## config.mk

```make
export PLATFORM = sky130hd
export DESIGN_NAME = mcf_rx_filter
export DESIGN_NICKNAME = d
export VERILOG_FILES = /design/src/rtl/mcf_pkg.sv /design/src/rtl/mcf_addr_match.sv /design/src/rtl/mcf_classify.sv /design/src/rtl/mcf_policy.sv /design/src/rtl/mcf_rx_filter.sv
export SDC_FILE = /design/constraint.sdc
export NUM_CORES = 1
export LEC_CHECK = 0
export ABC_AREA = 1
export BUFFER_PORTS_ARGS = -buffer_cell sky130_fd_sc_hd__buf_2
export CAP_MARGIN = 30
export CORE_MARGIN = 2
export CORE_UTILIZATION = 35
export CTS_BUF_LIST = sky130_fd_sc_hd__clkbuf_16
export CTS_CLUSTER_SIZE = 14
export DETAILED_ROUTE_END_ITERATION = 16
export PLACE_DENSITY = 0.82
export SKIP_LAST_GASP = 1
export SYNTH_ARGS = -nofsm -noshare
export SYNTH_HDL_FRONTEND = slang
export SYNTH_HIERARCHICAL = 1
export SYNTH_SLANG_ARGS = --single-unit
```

## constraint.sdc

```tcl
create_clock -name clk -period 0.8 [get_ports clk]
set_input_delay 0.08 -clock clk [delete_from_list [all_inputs] [get_ports clk]]
set_output_delay 0.08 -clock clk [all_outputs]
set_load 0.05 [all_outputs]
```

## src/rtl/mcf_pkg.sv

```systemverilog
package mcf_pkg;

   typedef enum logic [2:0] {
      CLS_NONE,
      CLS_PASS_DATA,
      CLS_FOREIGN_CTRL,
      CLS_PAUSE,
      CLS_OTHER_CTRL
   } mcf_class_e;

   typedef struct packed {
      logic valid;
      logic forward;
      logic pause;
   } mcf_decision_t;

   localparam mcf_decision_t DEC_IDLE = '{valid: 1'b0, forward: 1'b0, pause: 1'b0};

endpackage

```

## src/rtl/mcf_addr_match.sv

```systemverilog
module mcf_addr_match #(
   parameter int              ADDR_W     = 48,
   parameter logic [ADDR_W-1:0] GROUP_ADDR = 48'h0180C2000001
) (
   input  logic [ADDR_W-1:0] dest_i,
   input  logic [ADDR_W-1:0] station_i,
   output logic              hit_group_o,
   output logic              hit_station_o,
   output logic              hit_any_o
);
   localparam int NBYTES = ADDR_W / 8;

   logic [NBYTES-1:0] grp_eq;
   logic [NBYTES-1:0] sta_eq;

   for (genvar b = 0; b < NBYTES; b++) begin : g_byte
      assign grp_eq[b] = (dest_i[b*8 +: 8] == GROUP_ADDR[b*8 +: 8]);
      assign sta_eq[b] = (dest_i[b*8 +: 8] == station_i[b*8 +: 8]);
   end

   assign hit_group_o   = &grp_eq;
   assign hit_station_o = &sta_eq;
   assign hit_any_o     = hit_group_o | hit_station_o;

endmodule

```

## src/rtl/mcf_classify.sv

```systemverilog
module mcf_classify
   import mcf_pkg::*;
#(
   parameter int                TYPE_W    = 16,
   parameter int                OP_W      = 16,
   parameter logic [TYPE_W-1:0] CTRL_TYPE = 16'h8808,
   parameter logic [OP_W-1:0]   PAUSE_OP  = 16'h0001
) (
   input  logic              frame_ok_i,
   input  logic [TYPE_W-1:0] ether_type_i,
   input  logic [OP_W-1:0]   opcode_i,
   input  logic              addr_hit_i,
   output mcf_class_e        cls_o
);
   logic is_ctrl;
   logic is_pause_op;

   assign is_ctrl     = frame_ok_i && (ether_type_i == CTRL_TYPE);
   assign is_pause_op = (opcode_i == PAUSE_OP);

   always_comb begin
      if (!is_ctrl)          cls_o = CLS_PASS_DATA;
      else if (!addr_hit_i)  cls_o = CLS_FOREIGN_CTRL;
      else if (is_pause_op)  cls_o = CLS_PAUSE;
      else                   cls_o = CLS_OTHER_CTRL;
   end

endmodule

```

## src/rtl/mcf_policy.sv

```systemverilog
module mcf_policy
   import mcf_pkg::*;
(
   input  logic          eof_i,
   input  mcf_class_e    cls_i,
   input  logic          discard_pause_i,
   input  logic          pass_other_ctrl_i,
   output mcf_decision_t dec_o
);
   logic fwd;

   always_comb begin
      unique case (cls_i)
         CLS_PASS_DATA:    fwd = 1'b1;
         CLS_FOREIGN_CTRL: fwd = 1'b0;
         CLS_PAUSE:        fwd = !discard_pause_i;
         CLS_OTHER_CTRL:   fwd = pass_other_ctrl_i;
         default:          fwd = 1'b0;
      endcase
   end

   always_comb begin
      dec_o         = DEC_IDLE;
      dec_o.valid   = eof_i;
      dec_o.forward = eof_i && fwd;
      dec_o.pause   = eof_i && (cls_i == CLS_PAUSE);
   end

endmodule

```

## src/rtl/mcf_rx_filter.sv

```systemverilog
module mcf_rx_filter
   import mcf_pkg::*;
#(
   parameter int                ADDR_W     = 48,
   parameter int                TYPE_W     = 16,
   parameter int                OP_W       = 16,
   parameter logic [ADDR_W-1:0] GROUP_ADDR = 48'h0180C2000001,
   parameter logic [TYPE_W-1:0] CTRL_TYPE  = 16'h8808,
   parameter logic [OP_W-1:0]   PAUSE_OP   = 16'h0001,
   parameter bit                OUT_REG    = 1'b1
) (
   input  logic              clk,
   input  logic              rst_n,
   input  logic              eof_i,
   input  logic              frame_ok_i,
   input  logic [ADDR_W-1:0] dest_addr_i,
   input  logic [TYPE_W-1:0] ether_type_i,
   input  logic [OP_W-1:0]   opcode_i,
   input  logic [ADDR_W-1:0] station_addr_i,
   input  logic              discard_pause_i,
   input  logic              pass_other_ctrl_i,
   output logic              dec_valid_o,
   output logic              dec_forward_o,
   output logic              pause_hit_o
);

   if (ADDR_W % 8 != 0 || ADDR_W < 8) begin : g_bad_addr_w
      $error("mcf_rx_filter: ADDR_W must be a positive multiple of 8");
   end
   if (TYPE_W < 1 || OP_W < 1) begin : g_bad_field_w
      $error("mcf_rx_filter: TYPE_W and OP_W must be positive");
   end

   logic          hit_group;
   logic          hit_station;
   logic          hit_any;
   mcf_class_e    cls;
   mcf_decision_t dec_next;
   mcf_decision_t dec_q;

   mcf_addr_match #(
      .ADDR_W     (ADDR_W),
      .GROUP_ADDR (GROUP_ADDR)
   ) u_addr (
      .dest_i        (dest_addr_i),
      .station_i     (station_addr_i),
      .hit_group_o   (hit_group),
      .hit_station_o (hit_station),
      .hit_any_o     (hit_any)
   );

   mcf_classify #(
      .TYPE_W    (TYPE_W),
      .OP_W      (OP_W),
      .CTRL_TYPE (CTRL_TYPE),
      .PAUSE_OP  (PAUSE_OP)
   ) u_cls (
      .frame_ok_i   (frame_ok_i),
      .ether_type_i (ether_type_i),
      .opcode_i     (opcode_i),
      .addr_hit_i   (hit_any),
      .cls_o        (cls)
   );

   mcf_policy u_pol (
      .eof_i             (eof_i),
      .cls_i             (cls),
      .discard_pause_i   (discard_pause_i),
      .pass_other_ctrl_i (pass_other_ctrl_i),
      .dec_o             (dec_next)
   );

   if (OUT_REG) begin : g_out_reg
      always_ff @(posedge clk or negedge rst_n) begin
         if (!rst_n) dec_q <= DEC_IDLE;
         else        dec_q <= dec_next;
      end
   end else begin : g_out_comb
      always_comb dec_q = rst_n ? dec_next : DEC_IDLE;
   end

   assign dec_valid_o   = dec_q.valid;
   assign dec_forward_o = dec_q.forward;
   assign pause_hit_o   = dec_q.pause;

   logic unused_hits;
   assign unused_hits = hit_group ^ hit_station;

endmodule

```

==> impl_metrics.env, run 1 <==
export IMPL_status="complete, but fails checks"
export IMPL_violations="negative setup slack"
export IMPL_syn_area_mm2=0.00122
export IMPL_cp_arrival_ps=1390
export IMPL_first_pass_iters=4
export IMPL_grt_pass1_vias=1793
export IMPL_setup_ws_ps=-476
export IMPL_cts_tree="done"
export IMPL_cts_root_buf="clkbuf_16"
export IMPL_setup_violations=5
export IMPL_whs_path_depth=4
export IMPL_fin_cells=429
export IMPL_die_height_um=63.1
export IMPL_syn_avg_cell_area_um2=5.06
export IMPL_worstPathRequired_ps=910
export IMPL_hold_path_class="in -> reg"
export IMPL_wl_per_cell_um=9.91
export IMPL_remaining_drc_errors=0
export IMPL_final_nets=518
export IMPL_crit_chain="buf_2, xnor2_1, nand2_1, nor2_1, nand2_1, nor2_1, nand3_1, nand2_2, nand2_2, nor2_4, inv_2, nor2_1, nor2_1, nand2_1, nand2_1"
export IMPL_setup_tns_final_ps=-879
export IMPL_dp_cells=424
export IMPL_fin_crit_ps=1280
export IMPL_antenna_found_initial=0
export IMPL_synth_nets=376
export IMPL_placement_rows=21
export IMPL_die_area_mm2=0.00399
export IMPL_post_cts_buffers=0
export IMPL_layout_drive_gt1_share_pct=43.6
export IMPL_finalHoldViolCount=0
export IMPL_power_density_mw_per_mm2=833
export IMPL_fillerInstances=312
export IMPL_numCtsBuffers=3
export IMPL_area_delta_synth_final_pct=83.3
export IMPL_dp_hpwl_um=3570
export IMPL_setup_worst_path_end_class="register"
export IMPL_cap_violations=0
export IMPL_port_buffers=136
export IMPL_wirelength_um=4250
export IMPL_core_mm2=0.00334
export IMPL_start_util_pct=36.7
export IMPL_period_share_pct=160
export IMPL_critPathMaxStageDelay_ps=160
export IMPL_crit_buf_inv=2
export IMPL_grt_pass1_wl_um=6820
export IMPL_min_to="dec_forward_o"
export IMPL_postRouteAntennaNets=0
export IMPL_worstMarginPinSlew_ps=250
export IMPL_grt_ovfl_total=0
export IMPL_p_leak_nw=1.27
export IMPL_ir_drop_mv=0.421
export IMPL_crit_type="in -> reg"
export IMPL_viasPerCell=4.36
export IMPL_hp_start="discard_pause_i"
export IMPL_via_count=1871
export IMPL_gp_congestion=0.738
export IMPL_report_final_slew_viol_count=0
export IMPL_drtIter0Drc=57
export IMPL_rsz0062_at_grt="true"
export IMPL_cts_htree_levels=1
export IMPL_ios=137
export IMPL_clockBufferDepth=2
export IMPL_postSynthCellCount=242
export IMPL_max_freq_mhz=784
export IMPL_start_kind="primary input"
export IMPL_cpMaxStageDelayCell="xnor2_1"
export IMPL_diodes=0
export IMPL_clkSinkCount=3
export IMPL_crit_family="simple AND/OR/NAND/NOR gates"
export IMPL_track_usage_pct=20.7
export IMPL_yosysWarnings=6
export IMPL_relSlewSlack_pct=83.2
export IMPL_cp_max_fo=2
export IMPL_grt_max_degree=4
export IMPL_clk_pin_slew_ps=30
export IMPL_die_w_um=63.1
==> layout make-up <==
type,count,area [µm²],area share (%)
Inverter,38,143,6.36
Clock inverter,1,3.75,0.167
Multi-Input combinational cell,200,1120,49.9
Clock buffer,3,75.1,3.35
Tap cell,46,57.6,2.57
Sequential cell,3,75.1,3.35
Timing Repair Buffer,138,769,34.3
==> per-stage QoR <==
step	setup WS [ps]	instance area, µm²	hold WS (ps)	utilization, %	power, mW
finish	-476	2240	109	67.2	1.87
floorplan	-446	1230	-216	-	0.537
detailed placement	-766	1970	-124	58.9	0.975
global placement	-787	1970	-124	58.9	0.956
global route	-609	2240	141	67.2	1.98
CTS	-416	2140	90.7	64.2	1.82
==> cell usage in the layout, fill, tap and decap left out, types with 2 or more instances in the layout <==
| cell type | instances |
|---|---|
| xnor2_1 | 28 |
| dfrtp_1 | 3 |
| nand3b_1 | 2 |
| nor2_4 | 2 |
| xnor2_2 | 9 |
| nand3_1 | 9 |
| or2_1 | 2 |
| nand4_1 | 3 |
| dlygate4sd3_1 | 2 |
| clkbuf_16 | 3 |
| nor2_1 | 46 |
| nand2_1 | 83 |
| nor2_2 | 5 |
| nor4_2 | 3 |
| inv_1 | 37 |
| buf_2 | 125 |
| buf_6 | 11 |
| inv_2 | 2 |
| nand2_2 | 4 |
==> state kept, by name, summed over array words and instances (netlist names) <==
signal / cells
dec_valid_o: 1
pause_hit_o: 1
dec_forward_o: 1
==> report_power, final <==
group / total (mW) / internal (mW) / switching [mW]
clock: 0.799 / 0.646 / 0.153
sequential: 0.161 / 0.158 / 0.00265
combinational: 0.908 / 0.515 / 0.393
total: 1.87 / 1.32 / 0.548
==> layer usage <==
layer	share of wire, %	vias to the layer above	global-route usage, %
li1	-	996	-
met1	34	789	19.4
met2	56	83	44.4
met3	8.8	3	4.11
met4	0.52	0	4.17
met5	0	-	0
==> worst max path at each step <==
stage                        from             to  slack [ps]  cells after the start
2_1_floorplan     dest_addr_i[20]  dec_forward_o        -450                     13
3_3_place_gp       dest_addr_i[2]  dec_forward_o        -790                     14
3_5_place_dp      dest_addr_i[47]  dec_forward_o        -770                     14
4_1_cts           dest_addr_i[47]  dec_forward_o        -420                     13
5_1_grt        station_addr_i[13]  dec_forward_o        -610                     15
6_report          dest_addr_i[30]  dec_forward_o        -480                     15
==> repair_timing <==
item / in CTS / in global routing
hold endpoints to repair: 4 / 0
hold buffers: 2 / 0
endpoints found under the setup margin: 5 / 5
pin swaps: 11 / 11
resized for setup: 18 / 19
No activity file was read; power rests on OpenSTA's default activity.
==> inputs of run 2 (changes only) <==
- PLACE_DENSITY: 0.82 -> default
- PLACE_DENSITY_LB_ADDON: default -> 0.1
==> impl_metrics.env, run 2 (synthesized netlist as in run 1, its figures left out) <==
export IMPL_status="complete, but fails checks"
export IMPL_violations="negative setup slack"
export IMPL_grt_busiest_layer="met2"
export IMPL_p_leak_nw=1.23
export IMPL_placement_rows=21
export IMPL_grt_pass1_vias=1687
export IMPL_cp_arrival_ps=1390
export IMPL_start_kind="primary input"
export IMPL_cts_htree_levels=1
export IMPL_min_to="dec_forward_o"
export IMPL_postRouteAntennaNets=0
export IMPL_antenna_found_initial=0
export IMPL_die_w_um=63.1
export IMPL_track_usage_pct=18.8
export IMPL_die_area_mm2=0.00399
export IMPL_fin_crit_ps=1280
export IMPL_die_height_um=63.1
export IMPL_final_nets=521
export IMPL_dp_hpwl_um=3260
export IMPL_layout_drive_gt1_share_pct=41.5
export IMPL_worstMarginPinSlew_ps=284
export IMPL_clk_pin_slew_ps=30
export IMPL_worstPathRequired_ps=910
export IMPL_hp_start="discard_pause_i"
export IMPL_cts_root_buf="clkbuf_16"
export IMPL_cpMaxStageDelayCell="or2_1"
export IMPL_rsz0062_at_grt="true"
export IMPL_power_density_mw_per_mm2=824
export IMPL_cp_common_cell="nand2_1"
export IMPL_port_buffers=136
export IMPL_grt_use_met2_pct=39.2
export IMPL_diodes=0
export IMPL_cap_violations=0
export IMPL_regArea_um2=75.1
export IMPL_grt_max_degree=4
export IMPL_finalHoldViolCount=0
export IMPL_power_total_mw=1.78
export IMPL_setup_ws_ps=-476
export IMPL_grt_pass1_wl_um=6240
export IMPL_crit_chain="buf_6, or2_1, nor3_2, nand3_1, nor2_1, nand2_1, nand2_2, nand2_2, nor2_4, inv_2, nand2_2, nand2_1, nand2_1, nand2_1"
export IMPL_crit_type="in -> reg"
export IMPL_start_util_pct=36.7
export IMPL_area_delta_synth_final_pct=76.6
export IMPL_relSlewSlack_pct=80.9
export IMPL_viasPerCell=4.19
export IMPL_clockBufferDepth=2
export IMPL_grtUsageMet1_pct=19.4
export IMPL_grt_ovfl_total=0
export IMPL_cp_max_fo=2
export IMPL_ir_drop_mv=0.487
export IMPL_via_count=1810
export IMPL_core_mm2=0.00334
export IMPL_setup_violations=5
export IMPL_numCtsBuffers=3
export IMPL_first_pass_iters=4
export IMPL_fin_util_pct=64.8
export IMPL_drtIter0Drc=60
export IMPL_wirelength_um=3780
export IMPL_mostFrequentLayoutCell="buf_2"
export IMPL_multi_input_comb_area_mm2=0.00104
export IMPL_wl_per_cell_um=8.74
export IMPL_period_share_pct=159
export IMPL_remaining_drc_errors=0
export IMPL_cts_tree="done"
export IMPL_grt_use_met3_pct=2.50
export IMPL_report_final_slew_viol_count=0
export IMPL_hold_path_class="in -> reg"
export IMPL_critPathMaxStageDelay_ps=230
export IMPL_final_cell_mix="buf_2, nand2_1, nor2_1, inv_1, xnor2_1"
export IMPL_gp_congestion=0.741
export IMPL_clkSinkCount=3
export IMPL_whs_path_depth=4
export IMPL_ios=137
export IMPL_setup_worst_path_end_class="register"
export IMPL_fillerInstances=354
export IMPL_max_freq_mhz=784
==> run 2: changes by cell type in the layout (fill, tap and decap cells not counted), sizes merged <==
cell	change
buf	+3
==> run 2: power breakdown <==
group	switching [mW]	internal, mW	leakage, nW	total, mW
clock network	0.127	0.644	0.0423	0.770
registers	0.00305	0.158	0.0373	0.161
logic	0.366	0.483	1.15	0.849
total	0.496	1.28	1.23	1.78
==> run 2: worst max path at each step <==
stage / from / to / slack, ps
floorplan: dest_addr_i[20] / dec_forward_o / -450
global placement: dest_addr_i[34] / dec_forward_o / -720
detailed placement: dest_addr_i[23] / dec_forward_o / -730
CTS: dest_addr_i[22] / dec_forward_o / -440
global route: dest_addr_i[18] / dec_forward_o / -660
finish: dest_addr_i[18] / dec_forward_o / -480
==> run 2: critical path, delay by kind of cell <==
kind | cells | cell delay (ps)
simple gates | 12 | 1170
buf+inv | 2 | 140
==> run 2: cell type report <==
cell class	instances	share of cell area (%)
clock buffer	3	3.47
clock inverter	1	0.174
inverter	38	6.60
timing repair buffer	141	35.5
tap	46	2.66
sequential	3	3.47
multi-input combinational	200	48.1
==> run 2: layer usage <==
| metal | vias up | share of wire (%) |
|---|---|---|
| met1 | 731 | 37 |
| li1 | 1003 | - |
| met2 | 76 | 55 |
| met5 | - | 0 |
| met4 | 0 | 0 |
| met3 | 0 | 8.1 |
==> run 2: stage by stage <==
step	TNS [ps]	instance area, µm²	hold WS [ps]	std cells	setup WS [ps]
6_report	-915	2160	99.5	432	-476
5_1_grt	-1280	2160	118	432	-659
4_1_cts	-808	2140	99.8	432	-440
3_5_place_dp	-1350	1980	-125	426	-731
3_3_place_gp	-1330	1980	-124	426	-719
2_1_floorplan	-795	1230	-216	242	-446
==> run 2: what timing repair did <==
action | CTS | global route
setup buffers | 0 | 0
hold endpoints to repair | 4 | 0
resized for setup | 14 | 5
hold buffers | 2 | 0
setup endpoints to repair | 5 | 5
pin swaps | 4 | 7
gates cloned | 0 | 0
==> inputs of run 3 (changes only) <==
- CORE_ASPECT_RATIO: default -> 1.2
==> impl_metrics.env, run 3 (synthesized netlist as in run 1, its figures left out) <==
export IMPL_hp_start="discard_pause_i"
export IMPL_placement_rows=23
export IMPL_min_to="dec_forward_o"
export IMPL_dr_wl_met2_um=2000
export IMPL_wl_met3_um=400
export IMPL_preCtsSetupSlack_ps=-694
export IMPL_ir_drop_mv=1.51
export IMPL_wl_per_cell_um=8.72
export IMPL_area_delta_synth_final_pct=71.6
export IMPL_fillerInstances=364
export IMPL_p_int_mw=1.27
export IMPL_antenna_found_initial=0
export IMPL_dpl_cell_area_mm2=0.00196
export IMPL_rsz0062_at_grt="true"
export IMPL_ios=137
export IMPL_via_count=1820
export IMPL_track_usage_pct=17.0
export IMPL_start_util_pct=36.7
export IMPL_fin_crit_ps=1220
export IMPL_clk_pin_slew_ps=30
export IMPL_layout_drive_gt1_share_pct=40.1
export IMPL_power_density_mw_per_mm2=845
export IMPL_core_mm2=0.00334
export IMPL_mostFrequentLayoutCell="buf_2"
export IMPL_die_area_mm2=0.00399
export IMPL_top_layer_used="met4"
export IMPL_post_cts_buffers=0
export IMPL_diodes=0
export IMPL_grt_ovfl_total=0
export IMPL_switchingPower_uw=502
export IMPL_setup_violations=5
export IMPL_period_share_pct=152
export IMPL_crit_type="in -> reg"
export IMPL_fin_util_pct=62.9
export IMPL_die_height_um=68.8
export IMPL_grt_pass1_wl_um=5430
export IMPL_cts_tree="done"
export IMPL_cts_root_buf="clkbuf_16"
export IMPL_cp_max_fo=2
export IMPL_dp_cells=415
export IMPL_grt_pass1_vias=1557
export IMPL_worstPathRequired_ps=910
export IMPL_clockBufferDepth=2
export IMPL_cp_arrival_ps=1330
export IMPL_finalHoldViolCount=0
export IMPL_hold_path_class="in -> reg"
export IMPL_switching_share_pct=28.3
export IMPL_relSlewSlack_pct=82.0
export IMPL_whs_ps=99.4
export IMPL_setup_tns_final_ps=-784
export IMPL_gp_congestion=0.790
export IMPL_numCtsBuffers=3
export IMPL_setup_worst_path_end_class="register"
export IMPL_port_buffers=136
export IMPL_cts_htree_levels=1
export IMPL_cap_violations=0
export IMPL_violations="negative setup slack"
export IMPL_final_cell_area_mm2=0.00210
export IMPL_postRouteAntennaNets=0
export IMPL_final_nets=519
export IMPL_met1_length_um=1260
export IMPL_drtIter0Drc=44
export IMPL_report_final_slew_viol_count=0
export IMPL_viasPerCell=4.32
export IMPL_remaining_drc_errors=0
export IMPL_first_pass_iters=4
export IMPL_start_kind="primary input"
export IMPL_dp_hpwl_um=3410
export IMPL_die_w_um=58.0
export IMPL_pwr_share_seq_pct=9.0
export IMPL_clkPwrFrac_pct=44.2
export IMPL_grt_max_degree=4
export IMPL_power_frac_comb_pct=46.8
export IMPL_critPathMaxStageDelay_ps=230
export IMPL_whs_path_depth=4
export IMPL_crit_family="simple AND/OR/NAND/NOR gates"
export IMPL_p_leak_nw=1.21
export IMPL_fin_cells=421
export IMPL_status="complete, but fails checks"
export IMPL_worstMarginPinSlew_ps=268
export IMPL_power_total_mw=1.77
export IMPL_crit_chain="buf_6, or2_1, nor3_2, nand3_1, nor2_1, nand2_1, nand2_2, nand2_2, nor2_2, inv_2, nor2_1, nor2_1, nand2_1, nand2_1"
export IMPL_setup_ws_ps=-417
export IMPL_max_freq_mhz=822
export IMPL_crit_buf_inv=2
export IMPL_cpMaxStageDelayCell="or2_1"
export IMPL_final_cell_mix="buf_2, nand2_1, nor2_1, inv_1, xnor2_1"
export IMPL_clkSinkCount=3
export IMPL_wirelength_um=3670
==> run 3: cell types whose count changed in the layout (fill, tap and decap cells not counted), moves of 2 or more <==
cell,change
buf_2,+2
buf_6,-2
nor2_1,+2
buf_4,-2
==> run 3: how the worst max path moves through the flow <==
| stage | start | end | slack (ps) | cells past startpoint |
|---|---|---|---|---|
| 2_1_floorplan | dest_addr_i[20] | dec_forward_o | -450 | 13 |
| 3_3_place_gp | dest_addr_i[20] | dec_forward_o | -670 | 14 |
| 3_5_place_dp | dest_addr_i[20] | dec_forward_o | -690 | 14 |
| 4_1_cts | dest_addr_i[20] | dec_forward_o | -450 | 14 |
| 5_1_grt | dest_addr_i[20] | dec_forward_o | -620 | 15 |
| 6_report | dest_addr_i[20] | dec_forward_o | -420 | 14 |
==> run 3: repair_timing <==
action,in CTS,in global routing
hold buffers,2,0
setup endpoints to repair,5,5
pin swaps,3,2
resized for setup,8,4
hold endpoints to repair,4,0
==> run 3: final cells by class <==
class                           instances  area [µm²]  area share, %
Timing Repair Buffer                  139         739           35.2
Clock buffer                            3        75.1           3.58
Tap cell                               37        46.3           2.21
Multi-Input combinational cell        200        1020           48.5
Inverter                               38         143           6.79
Clock inverter                          1        3.75          0.179
Sequential cell                         3        75.1           3.58
==> run 3: power by group through the flow <==
stage | logic, mW | registers [mW] | clock network (mW)
floorplan | 0.357 | 0.180 | 0
global placement | 0.803 | 0.161 | 0
detailed placement | 0.814 | 0.161 | 0
CTS | 0.836 | 0.160 | 0.796
global route | 0.941 | 0.161 | 0.817
finish | 0.830 | 0.160 | 0.784
==> run 3: routing by layer <==
layer  global-route usage (%)  vias up
li1                         -      997
met1                     15.4      738
met2                     37.6       83
met3                     3.54        2
met4                     3.20        0
met5                        0        -
==> run 3: tightest hold or removal path, delay by kind of cell <==
kind / cells / cell delay, ps
buf+inv: 2 / 100
simple gates: 2 / 90
